==> src/rtl/sbt_pkg.sv <==
package sbt_pkg;

  typedef enum logic [2:0] {
    CMD_NOP   = 3'd0,
    CMD_ACT   = 3'd1,
    CMD_RD    = 3'd2,
    CMD_WR    = 3'd3,
    CMD_PRE   = 3'd4,
    CMD_OTHER = 3'd5
  } cmd_e;

  typedef enum logic [2:0] {
    ERR_NONE     = 3'd0,
    ERR_ACT_OPEN = 3'd1,
    ERR_TRC      = 3'd2,
    ERR_TRP      = 3'd3,
    ERR_TRRD     = 3'd4,
    ERR_RW_IDLE  = 3'd5,
    ERR_TRCD     = 3'd6,
    ERR_TRAS     = 3'd7
  } err_e;

endpackage

==> src/rtl/sbt_cmd_decode.sv <==
module sbt_cmd_decode
  import sbt_pkg::*;
(
  input  logic cs_n,
  input  logic ras_n,
  input  logic cas_n,
  input  logic we_n,
  output cmd_e cmd
);

  always_comb begin
    if (cs_n) begin
      cmd = CMD_NOP;
    end else begin
      unique case ({ras_n, cas_n, we_n})
        3'b011:  cmd = CMD_ACT;
        3'b101:  cmd = CMD_RD;
        3'b100:  cmd = CMD_WR;
        3'b010:  cmd = CMD_PRE;
        3'b111:  cmd = CMD_NOP;
        default: cmd = CMD_OTHER;
      endcase
    end
  end

endmodule

==> src/rtl/sbt_sat_cnt.sv <==
module sbt_sat_cnt #(
  parameter int W = 5
) (
  input  logic         clk,
  input  logic         rst_n,
  input  logic         clr,
  output logic [W-1:0] cnt
);

  localparam logic [W-1:0] CMAX = {W{1'b1}};

  logic [W-1:0] cnt_d;

  always_comb begin
    if (clr)               cnt_d = W'(1);
    else if (cnt == CMAX)  cnt_d = cnt;
    else                   cnt_d = cnt + W'(1);
  end

  always_ff @(posedge clk or negedge rst_n) begin
    if (!rst_n) cnt <= CMAX;
    else        cnt <= cnt_d;
  end

endmodule

==> src/rtl/sbt_bank_state.sv <==
module sbt_bank_state #(
  parameter int ROW_W = 14,
  parameter int TW    = 5
) (
  input  logic             clk,
  input  logic             rst_n,
  input  logic             act_en,
  input  logic             pre_en,
  input  logic [ROW_W-1:0] row_in,
  output logic             is_open,
  output logic [ROW_W-1:0] row_q,
  output logic [TW-1:0]    since_act,
  output logic [TW-1:0]    since_pre
);

  logic open_d;

  always_comb begin
    open_d = is_open;
    if (act_en)      open_d = 1'b1;
    else if (pre_en) open_d = 1'b0;
  end

  always_ff @(posedge clk or negedge rst_n) begin
    if (!rst_n) is_open <= 1'b0;
    else        is_open <= open_d;
  end

  always_ff @(posedge clk or negedge rst_n) begin
    if (!rst_n)      row_q <= '0;
    else if (act_en) row_q <= row_in;
  end

  sbt_sat_cnt #(.W(TW)) u_act_cnt (
    .clk(clk), .rst_n(rst_n), .clr(act_en), .cnt(since_act)
  );

  sbt_sat_cnt #(.W(TW)) u_pre_cnt (
    .clk(clk), .rst_n(rst_n), .clr(pre_en), .cnt(since_pre)
  );

endmodule

==> src/rtl/sbt_posted_cas.sv <==
module sbt_posted_cas #(
  parameter int BW     = 2,
  parameter int ALW    = 3,
  parameter int MAX_AL = 5
) (
  input  logic           clk,
  input  logic           rst_n,
  input  logic           push,
  input  logic           push_wr,
  input  logic [BW-1:0]  push_bank,
  input  logic [ALW-1:0] al,
  output logic           out_valid,
  output logic           out_wr,
  output logic [BW-1:0]  out_bank
);

  localparam int DEPTH = MAX_AL + 1;

  logic [DEPTH-1:0]         vld_q, vld_d;
  logic [DEPTH-1:0]         wr_q,  wr_d;
  logic [DEPTH-1:0][BW-1:0] bk_q,  bk_d;
  logic [ALW-1:0]           al_eff;

  assign al_eff = (al > ALW'(MAX_AL)) ? ALW'(MAX_AL) : al;

  always_comb begin
    for (int i = 0; i < DEPTH; i++) begin
      if (i < DEPTH - 1) begin
        vld_d[i] = vld_q[i+1];
        wr_d[i]  = wr_q[i+1];
        bk_d[i]  = bk_q[i+1];
      end else begin
        vld_d[i] = 1'b0;
        wr_d[i]  = 1'b0;
        bk_d[i]  = '0;
      end
      if (push && (al_eff == ALW'(i))) begin
        vld_d[i] = 1'b1;
        wr_d[i]  = push_wr;
        bk_d[i]  = push_bank;
      end
    end
  end

  always_ff @(posedge clk or negedge rst_n) begin
    if (!rst_n) begin
      vld_q <= '0;
      wr_q  <= '0;
      bk_q  <= '0;
    end else begin
      vld_q <= vld_d;
      wr_q  <= wr_d;
      bk_q  <= bk_d;
    end
  end

  assign out_valid = vld_q[0];
  assign out_wr    = wr_q[0];
  assign out_bank  = bk_q[0];

endmodule

==> src/rtl/sdram_bank_tracker.sv <==
module sdram_bank_tracker
  import sbt_pkg::*;
#(
  parameter  int NUM_BANKS = 4,
  parameter  int ROW_W     = 14,
  parameter  int TW        = 5,
  parameter  int ALW       = 3,
  parameter  int MAX_AL    = 5,
  localparam int BW        = $clog2(NUM_BANKS)
) (
  input  logic                       clk,
  input  logic                       rst_n,
  input  logic                       cmd_cs_n,
  input  logic                       cmd_ras_n,
  input  logic                       cmd_cas_n,
  input  logic                       cmd_we_n,
  input  logic [BW-1:0]              cmd_bank,
  input  logic [ROW_W-1:0]           cmd_addr,
  input  logic                       cfg_row13,
  input  logic [TW-1:0]              cfg_trcd,
  input  logic [TW-1:0]              cfg_trrd,
  input  logic [TW-1:0]              cfg_tras,
  input  logic [TW-1:0]              cfg_trp,
  input  logic [TW-1:0]              cfg_trc,
  input  logic [ALW-1:0]             cfg_al,
  output logic [NUM_BANKS-1:0]       bank_open,
  output logic [NUM_BANKS*ROW_W-1:0] open_row,
  output logic                       viol,
  output logic [2:0]                 viol_code,
  output logic                       int_rw_valid,
  output logic                       int_rw_write,
  output logic [BW-1:0]              int_rw_bank
);

  localparam int SW = TW + 1;

  cmd_e           cmd;
  err_e           err;
  logic           ok;
  logic           act_acc, pre_acc, rw_acc;
  logic [TW-1:0]  sact [NUM_BANKS];
  logic [TW-1:0]  spre [NUM_BANKS];
  logic [TW-1:0]  since_any_act;
  logic [BW-1:0]  last_act_bank;
  logic [ROW_W-1:0] row_in;
  logic [SW-1:0]  rcd_dist;
  logic           sel_open;

  sbt_cmd_decode u_dec (
    .cs_n(cmd_cs_n), .ras_n(cmd_ras_n), .cas_n(cmd_cas_n), .we_n(cmd_we_n),
    .cmd(cmd)
  );

  // Row width selection: narrow organisation drops the top row bit
  always_comb begin
    row_in = cmd_addr;
    if (cfg_row13) row_in[ROW_W-1] = 1'b0;
  end

  generate
    for (genvar g = 0; g < NUM_BANKS; g++) begin : g_bank
      logic hit;
      assign hit = (cmd_bank == BW'(g));
      sbt_bank_state #(.ROW_W(ROW_W), .TW(TW)) u_bank (
        .clk       (clk),
        .rst_n     (rst_n),
        .act_en    (act_acc && hit),
        .pre_en    (pre_acc && hit),
        .row_in    (row_in),
        .is_open   (bank_open[g]),
        .row_q     (open_row[g*ROW_W +: ROW_W]),
        .since_act (sact[g]),
        .since_pre (spre[g])
      );
    end
  endgenerate

  sbt_sat_cnt #(.W(TW)) u_rrd_cnt (
    .clk(clk), .rst_n(rst_n), .clr(act_acc), .cnt(since_any_act)
  );

  always_ff @(posedge clk or negedge rst_n) begin
    if (!rst_n)       last_act_bank <= '0;
    else if (act_acc) last_act_bank <= cmd_bank;
  end

  assign sel_open = bank_open[cmd_bank];
  assign rcd_dist = {1'b0, sact[cmd_bank]} + SW'(cfg_al);

  // Legality check with fixed priority per command
  always_comb begin
    err = ERR_NONE;
    unique case (cmd)
      CMD_ACT: begin
        if (sel_open)                        err = ERR_ACT_OPEN;
        else if (sact[cmd_bank] < cfg_trc)   err = ERR_TRC;
        else if (spre[cmd_bank] < cfg_trp)   err = ERR_TRP;
        else if ((last_act_bank != cmd_bank) &&
                 (since_any_act < cfg_trrd)) err = ERR_TRRD;
      end
      CMD_RD, CMD_WR: begin
        if (!sel_open)                       err = ERR_RW_IDLE;
        else if (rcd_dist < SW'(cfg_trcd))   err = ERR_TRCD;
      end
      CMD_PRE: begin
        if (sel_open && (sact[cmd_bank] < cfg_tras)) err = ERR_TRAS;
      end
      default: err = ERR_NONE;
    endcase
  end

  assign ok      = (err == ERR_NONE);
  assign act_acc = ok && (cmd == CMD_ACT);
  assign pre_acc = ok && (cmd == CMD_PRE) && sel_open;
  assign rw_acc  = ok && ((cmd == CMD_RD) || (cmd == CMD_WR));

  sbt_posted_cas #(.BW(BW), .ALW(ALW), .MAX_AL(MAX_AL)) u_posted (
    .clk       (clk),
    .rst_n     (rst_n),
    .push      (rw_acc),
    .push_wr   (cmd == CMD_WR),
    .push_bank (cmd_bank),
    .al        (cfg_al),
    .out_valid (int_rw_valid),
    .out_wr    (int_rw_write),
    .out_bank  (int_rw_bank)
  );

  logic       viol_d;
  logic [2:0] code_d;

  always_comb begin
    viol_d = !ok;
    code_d = err;
  end

  always_ff @(posedge clk or negedge rst_n) begin
    if (!rst_n) begin
      viol      <= 1'b0;
      viol_code <= 3'd0;
    end else begin
      viol      <= viol_d;
      viol_code <= code_d;
    end
  end

endmodule

==> config.mk <==
export PLATFORM = sky130hd
export DESIGN_NAME = sdram_bank_tracker
export DESIGN_NICKNAME = d
export VERILOG_FILES = /design/src/rtl/sbt_pkg.sv /design/src/rtl/sbt_cmd_decode.sv /design/src/rtl/sbt_sat_cnt.sv /design/src/rtl/sbt_bank_state.sv /design/src/rtl/sbt_posted_cas.sv /design/src/rtl/sdram_bank_tracker.sv
export SDC_FILE = /design/constraint.sdc
export NUM_CORES = 1
export LEC_CHECK = 0
export ABC_AREA = 1
export BUFFER_PORTS_ARGS = -buffer_cell sky130_fd_sc_hd__buf_2
export CAP_MARGIN = 20
export CORE_ASPECT_RATIO = 0.75
export CORE_UTILIZATION = 30
export CTS_BUF_LIST = sky130_fd_sc_hd__clkbuf_16
export CTS_CLUSTER_DIAMETER = 60
export DETAILED_ROUTE_END_ITERATION = 16
export SLEW_MARGIN = 20
export SYNTH_ARGS = -nofsm -noshare
export SYNTH_HDL_FRONTEND = slang
export SYNTH_SLANG_ARGS = --single-unit
==> constraint.sdc <==
create_clock -name clk -period 3.4 [get_ports clk]
set_clock_uncertainty 0.05 [all_clocks]
set_input_delay 0.17 -clock clk [delete_from_list [all_inputs] [get_ports clk]]
set_output_delay 0.17 -clock clk [all_outputs]
set_load 0.01 [all_outputs]
Word-level counts from Yosys, hierarchy flattened
Index checks and enable logic that the tools add are counted.
{"block": "op_classes", "magnitude_cmp": 8, "n_mux": 64, "eq_ne": 36, "n_bitwise": 1, "n_addsub": 10, "reduce_logical": 30}
{"operator": "5-bit 2-to-1 mux", "count": 22}
{"operator": "5-bit by 1-bit adder with 5-bit output, second input constant", "count": 9}
{"operator": "5-bit == test, second input constant", "count": 9}
{"operator": "3-bit 2-to-1 mux", "count": 9}
{"operator": "1-bit 2-to-1 mux", "count": 22}
{"operator": "5-bit binary-select mux with 2-bit select", "count": 2}
{"operator": "1-bit logical AND", "count": 20}
{"operator": "5-bit less-than comparator", "count": 4}
{"operator": "3-bit by 2-bit == test with 1-bit output, second input constant", "count": 6}
{"operator": "3-bit == test, second input constant", "count": 6}
{"operator": "2-bit by 1-bit != test with 1-bit output, second input constant", "count": 8}
{"operator": "3-bit case mux with 5 select lines", "count": 1}
{"operator": "2-bit 2-to-1 mux", "count": 6}
{"operator": "3-bit case mux with 3 select lines", "count": 1}
{"operator": "2-bit nonzero test", "count": 4}
{"operator": "5-bit by 3-bit adder with 6-bit output", "count": 1}
{"operator": "3-bit by 1-bit == test with 1-bit output, second input constant", "count": 2}
{"operator": "3-bit zero test", "count": 2}
{"operator": "6-bit by 5-bit less-than comparator with 1-bit output", "count": 1}
{"operator": "2-bit == test, second input constant", "count": 2}
{"operator": "3-bit greater-or-equal comparator, second input constant", "count": 1}
{"operator": "3-bit greater-than comparator, second input constant", "count": 1}
{"operator": "2-bit by 3-bit less-than comparator with 1-bit output, second input constant", "count": 1}
{"operator": "2-bit inverter with 3-bit output", "count": 1}
{"operator": "other kinds (8)", "count": 8}
{"block": "word_totals", "register_bits": 135, "inputBits": 51, "output_inout_bits": 68}

Depth between registers and ports, before layout
{"block": "logic_depth", "depth_word": 15, "mapped_depth": 25}

Modules after synthesis
Synthesis repeated with hierarchy kept, for this count alone.
{"block": "hier_totals", "cells_unflattened": 901, "area_unflattened_um2": 7158.1}
{"module": "sbt_sat_cnt", "instances": 9, "cells_per_inst": 31, "area_each_um2": 267.8}
{"module": "sbt_bank_state", "instances": 4, "cells_per_inst": 63, "area_each_um2": 566.8}
{"module": "sdram_bank_tracker", "instances": 1, "cells_per_inst": 252, "area_each_um2": 1460.2}
{"module": "sbt_posted_cas", "instances": 1, "cells_per_inst": 106, "area_each_um2": 974.7}
{"module": "sbt_cmd_decode", "instances": 1, "cells_per_inst": 12, "area_each_um2": 46.3}

Worst setup path before layout
OpenSTA, ideal clock, no wires.
{"block": "synth_timing", "kind": "input to register", "from": "in cmd_bank[1]", "to": "reg g_bank[0].u_bank.row_q[4]", "setup_slack_ns": 0.217, "path_stages": 23, "t_arrival_ns": 3.014, "required_ns": 3.231, "setup_ns": 0.119, "cell_sequence": "buf_2 > nand2_1 > inv_1 > clkbuf_1 > a22oi_1 > o221ai_1 > ha_1 > a21oi_1 > nand2_1 > xnor2_1 > inv_1 > ha_1 > nand2_1 > nand2_1 > nand2_1 > nand3_1 > nand3_1 > nor2_2 > buf_4 > nand4_1 > buf_2 > nand2_1 > nand2_1"}
{"block": "synth_between", "elab_chain_len": 12}
{"element": "start: declaration", "line_no": "sdram_bank_tracker.sv:17", "text": "input logic [BW-1:0] cmd_bank,"}
{"element": "2-bit inverter with 3-bit output (implied by the code)"}
{"element": "5-bit binary-select mux with 2-bit select, on equally long branches"}
{"element": "5-bit 2-to-1 mux, on equally long branches (2 in a row)"}
{"element": "5-bit by 3-bit adder with 6-bit output / 5-bit less-than comparator (equally long branches)", "line_no": "sdram_bank_tracker.sv:88, sdram_bank_tracker.sv:97"}
{"element": "6-bit by 5-bit less-than comparator with 1-bit output / 3-bit 2-to-1 mux (equally long branches)", "line_no": "sdram_bank_tracker.sv:103, sdram_bank_tracker.sv:97"}
{"element": "3-bit 2-to-1 mux, on equally long branches", "line_no": "sdram_bank_tracker.sv:103, sdram_bank_tracker.sv:96"}
{"element": "3-bit 2-to-1 mux, on equally long branches", "line_no": "sdram_bank_tracker.sv:102, sdram_bank_tracker.sv:95"}
{"element": "3-bit case mux with 3 select lines (*)", "line_no": "sdram_bank_tracker.sv:93", "text": "unique case (cmd)"}
{"element": "via code_d[1]", "line_no": "sdram_bank_tracker.sv:130", "text": "logic [2:0] code_d;"}
{"element": "3-bit zero test (*)", "line_no": "sdram_bank_tracker.sv:112", "text": "assign ok = (err == ERR_NONE);"}
{"element": "1-bit logical AND (*)", "line_no": "sdram_bank_tracker.sv:113", "text": "assign act_acc = ok && (cmd == CMD_ACT);"}
{"element": "1-bit logical AND (*)", "line_no": "sdram_bank_tracker.sv:67", "text": ".act_en (act_acc && hit),"}
{"element": "end signal: assignment", "line_no": "sbt_bank_state.sv:31", "text": "else if (act_en) row_q <= row_in;"}
{"element": "end: declaration", "line_no": "sbt_bank_state.sv:11", "text": "output logic [ROW_W-1:0] row_q,"}
The timed path passes the listed nets; every way through them passes the cells marked *. The select of a mux whose other input is x is not followed.
A chain may end at the register's enable or synchronous reset.

Worst setup path after layout
{"block": "layout_timing", "from": "reg g_bank[2].u_bank.u_act_cnt.cnt[0]", "to": "reg g_bank[3].u_bank.row_q[8]"}
{"block": "layout_between", "elab_chain_len": 11}
{"element": "start: declaration", "line_no": "sbt_sat_cnt.sv:7", "text": "output logic [W-1:0] cnt"}
{"element": "start signal: assignment", "line_no": "sbt_sat_cnt.sv:22", "text": "else cnt <= cnt_d;"}
{"element": "5-bit binary-select mux with 2-bit select (*)", "line_no": "sdram_bank_tracker.sv:88, sdram_bank_tracker.sv:96, sdram_bank_tracker.sv:106"}
{"element": "5-bit 2-to-1 mux (implied by the code) (*) (2 in a row)", "line_no": "sdram_bank_tracker.sv:88, sdram_bank_tracker.sv:96, sdram_bank_tracker.sv:106"}
{"element": "5-bit by 3-bit adder with 6-bit output", "line_no": "sdram_bank_tracker.sv:88", "text": "assign rcd_dist = {1'b0, sact[cmd_bank]} + SW'(cfg_al);"}
{"element": "6-bit by 5-bit less-than comparator with 1-bit output", "line_no": "sdram_bank_tracker.sv:103", "text": "else if (rcd_dist < SW'(cfg_trcd)) err = ERR_TRCD;"}
{"element": "3-bit 2-to-1 mux", "line_no": "sdram_bank_tracker.sv:103"}
{"element": "3-bit 2-to-1 mux", "line_no": "sdram_bank_tracker.sv:102", "text": "if (!sel_open) err = ERR_RW_IDLE;"}
{"element": "3-bit case mux with 3 select lines (*)", "line_no": "sdram_bank_tracker.sv:93"}
{"element": "via code_d[1]", "line_no": "sdram_bank_tracker.sv:130"}
{"element": "3-bit zero test (*)", "line_no": "sdram_bank_tracker.sv:112"}
{"element": "1-bit logical AND (*)", "line_no": "sdram_bank_tracker.sv:113"}
{"element": "1-bit logical AND (*)", "line_no": "sdram_bank_tracker.sv:67"}
{"element": "end signal: assignment", "line_no": "sbt_bank_state.sv:31"}
{"element": "end: declaration", "line_no": "sbt_bank_state.sv:11"}
Marks and branches as above.

==> impl_metrics.env <==
export IMPL_status="completed"
export IMPL_clk_latency_ns=0.42
export IMPL_ys_ff_latch=135
export IMPL_die_h_um=137
export IMPL_peakVddDrop_mv=0.443
export IMPL_gp_congestion=0.813
export IMPL_worst_slack_ns=0.167
export IMPL_syn_cell_area_um2=7310
export IMPL_reg2reg_slack_ns=0.17
export IMPL_setup_viol=0
export IMPL_yosys_top_cells_area="dfrtp_1 (31%), nand2_1 (18%), dfstp_2 (16%), nand4_1 (7.6%), ha_1 (7.2%)"
export IMPL_dpl_worst_slack_ns=0.0332
export IMPL_crit_chain="nand2_1 > nand2_2 > nand2_2 > nand2_4 > ha_4 > fa_1 > a21oi_1 > a21oi_1 > xor2_1 > ha_1 > nand2_2 > nand3_2 > nand3_2 > nor2_4 > buf_6 > nand4_1 > buf_6 > buf_2 > nand2_1 > nand2_1"
export IMPL_grt_pass1_wl_um=32000
export IMPL_num_vias=6490
export IMPL_syn_inst=908
export IMPL_drive_gt1_share_pct=25.1
export IMPL_cap_violations=0
export IMPL_crit_fanout=7
export IMPL_slew_headroom_pct=39.8
export IMPL_hpwl_um=14500
export IMPL_timing_fmax_mhz=309
export IMPL_diodes=0
export IMPL_hold_path_depth=3
export IMPL_grt_util_all_layers_pct=16.6
export IMPL_initial_core_util_pct=30.5
export IMPL_yosysWarnings=0
export IMPL_numCtsBuffers=17
export IMPL_crit_type="flip-flop to flip-flop"
export IMPL_cp_slowest_stage_delay_ns=0.46
export IMPL_leakagePower_nw=5.38
export IMPL_power_w=0.00724
export IMPL_die_x_um=182
export IMPL_hp_class="primary input to flip-flop"
export IMPL_synth_nets=1002
export IMPL_crit_path_end="g_bank[3].u_bank.row_q[8]"
export IMPL_timing_rr_start="g_bank[2].u_bank.u_act_cnt.cnt[0]"
export IMPL_port_buffers=118
export IMPL_cts_clk_slew_worst_paths_ns=0.07
export IMPL_cts_tree="yes"
export IMPL_synth_cell_type_count=31
export IMPL_ant_nets=0
export IMPL_worst_ep_arrival_time_ns=3.49
export IMPL_via_per_inst=4.61
export IMPL_r2r_cells=20
export IMPL_firstDrtPassIters=7
export IMPL_drc_errors=0
export IMPL_hold_viol=0
export IMPL_yosys_area_top_type="dfrtp_1"
export IMPL_clock_sinks=135
export IMPL_routed_wl_um=21200
export IMPL_path_delay_family="adder cells"
export IMPL_fp_dieArea_um2=25000
export IMPL_grt_max_degree=68
export IMPL_slowest_stage="fa_1"
export IMPL_end_kind="flip-flop"
export IMPL_coreArea_um2=24000
export IMPL_io_pins=119
export IMPL_fin_setup_tns_ns=0
export IMPL_synth_seq_area_share_pct=47.0
export IMPL_critical_path_buf_inv_count=3
export IMPL_setup_worst_path_start_class="flip-flop"
export IMPL_drv_slew=0
export IMPL_crit_start="g_bank[2].u_bank.u_act_cnt.cnt[0]"
export IMPL_syn_avg_cell_area_um2=8.05
export IMPL_synth_top_area_share_pct=30.8
export IMPL_grt_pass1_vias=5929
export IMPL_powerDensity_nw_per_um2=770
export IMPL_fin_crit_sh_pct=95.1
export IMPL_finalNetCount=1159
export IMPL_crit_cells=20
export IMPL_htree_levels=4
export IMPL_grt_overflow=0
export IMPL_wl_per_cell_um=15.1
export IMPL_rsz0062_at_grt="yes"
export IMPL_r2r_end="g_bank[3].u_bank.row_q[8]"
export IMPL_fp_row_count=49
export IMPL_hold_start="cmd_addr[1]"
export IMPL_drt_initial_drc_count=443
export IMPL_min_period_ns=3.23
export IMPL_cts_root_buf="clkbuf_16"
export IMPL_area_growth_pct=28.6
export IMPL_grt_antenna_before_repair=0
export IMPL_critPathRequiredTime_ns=3.66
export IMPL_cts_buffer_depth=2
export IMPL_worst_slew_pin_slew_ns=0.902
==> where the power goes <==
group          internal (W)  leakage (nW)  switching [W]
Combinational       0.00113          3.41        0.00149
Clock               0.00110         0.291       0.000781
Sequential          0.00231          1.67       0.000427
Total               0.00454          5.38        0.00270
==> metrics by stage <==
| stage | hold slack (ns) | cell area, um^2 | instances | utilization [%] |
|---|---|---|---|---|
| final | 0.0263 | 9400 | 1409 | 39.2 |
| after global routing | 0.0102 | 9400 | 1409 | 39.2 |
| after CTS | 0.00554 | 9110 | 1394 | 38.0 |
| after detailed placement | 0.306 | 8390 | 1349 | 35.0 |
| after global placement | 0.317 | 8390 | 1349 | 35.0 |
| after floorplan | -0.176 | 7310 | 908 | - |
==> cell families after synthesis <==
group	share of synthesized area (%)
simple gates	29.5
buf+inv	9.77
flops	47.0
fa+ha+maj	7.46
compound gates	2.74
xor+xnor	3.23
mux	0.274
==> routing by layer <==
layer | up-vias | global-route usage, % | share of wire (%) | routed length [um]
li1 | 3199 | - | - | -
met1 | 3078 | 24.1 | 49 | 10500
met2 | 183 | 23.8 | 43 | 9170
met3 | 30 | 3.86 | 5.7 | 1210
met4 | 0 | 5.84 | 1.8 | 389
met5 | - | 0 | 0 | 0
==> cell usage in the layout, fill, tap and decap left out, types with 2 or more instances in the layout <==
master         count
nand3_2            2
a22oi_1            7
ha_1              40
inv_2              6
nand3_1           17
dfrtp_1           90
clkinv_2           2
and3_1             6
nor2_4             3
bufinv_16          2
a21oi_1            8
xnor2_1            5
buf_2            119
inv_1            119
clkbuf_16         20
mux2i_1            2
clkinv_4           3
a21o_1             2
nor2_1            36
inv_8              3
dlygate4sd3_1     13
nor3_1             2
ha_4               2
inv_6              3
o21ai_0            9
buf_12             3
nand2_1          334
nand2_2            8
xor2_1            22
buf_6              8
dfstp_2           45
nand4_1           89
o221ai_1           2
buf_4             35
==> cells in the mapped netlist <==
| library cell | number |
|---|---|
| o21ai_1 | 1 |
| mux2i_1 | 2 |
| nor2_2 | 2 |
| nor3b_1 | 1 |
| a21oi_2 | 1 |
| and3_1 | 6 |
| inv_1 | 120 |
| o221ai_1 | 3 |
| a21o_1 | 2 |
| nor2_4 | 1 |
| a21oi_1 | 8 |
| buf_1 | 4 |
| nand2_1 | 343 |
| and2_1 | 1 |
| dfrtp_1 | 90 |
| xor2_1 | 22 |
| nand3_1 | 19 |
| buf_4 | 8 |
| buf_6 | 5 |
| fa_1 | 1 |
| a22oi_1 | 8 |
| buf_2 | 10 |
| nand4_1 | 89 |
| inv_2 | 5 |
| ha_1 | 42 |
| clkbuf_1 | 17 |
| nor2_1 | 36 |
| dfstp_2 | 45 |
| xnor2_1 | 5 |
| o21ai_0 | 9 |
| nor3_1 | 2 |
==> worst min-delay path by stage <==
stage / end / slack (ns)
global route: g_bank[3].u_bank.row_q[1] / 0.01
CTS: g_bank[1].u_bank.row_q[1] / 0.006
detailed placement: viol_code[2] / 0.31
floorplan: g_bank[0].u_bank.is_open / -0.18
global placement: viol_code[2] / 0.32
finish: g_bank[1].u_bank.row_q[1] / 0.03
==> tightest hold or removal path: cells and delay by family <==
kind | cells | cell delay, ns
simple gates | 2 | 0.13
buf+inv | 1 | 0.15
==> flip-flops by register name, summed over array words and instances (netlist names), 3 cells and up <==
name and flops:
g_bank.u_bank.row_q 56, g_bank.u_bank.u_pre_cnt.cnt 20, u_posted.vld_q 6, u_posted.wr_q 6
viol_code 3, g_bank.u_bank.is_open 4, u_rrd_cnt.cnt 5, u_posted.bk_q 10
g_bank.u_bank.u_act_cnt.cnt 20
==> cell type report <==
type | count | area (um^2)
Sequential cell | 135 | 3430
Timing Repair Buffer | 182 | 1230
Clock inverter | 15 | 168
Fill cell | 2429 | 14600
Inverter | 125 | 469
Clock buffer | 17 | 425
Tap cell | 331 | 414
Multi-Input combinational cell | 604 | 3260
==> repair_timing <==
item | 4_1_cts | 5_1_grt
hold endpoints to repair | 62 | 0
setup buffers | 0 | 10
hold buffers | 13 | 0
resized for setup | 0 | 30
endpoints found under the setup margin | 0 | 131
No activity file was read; power rests on OpenSTA's default activity.
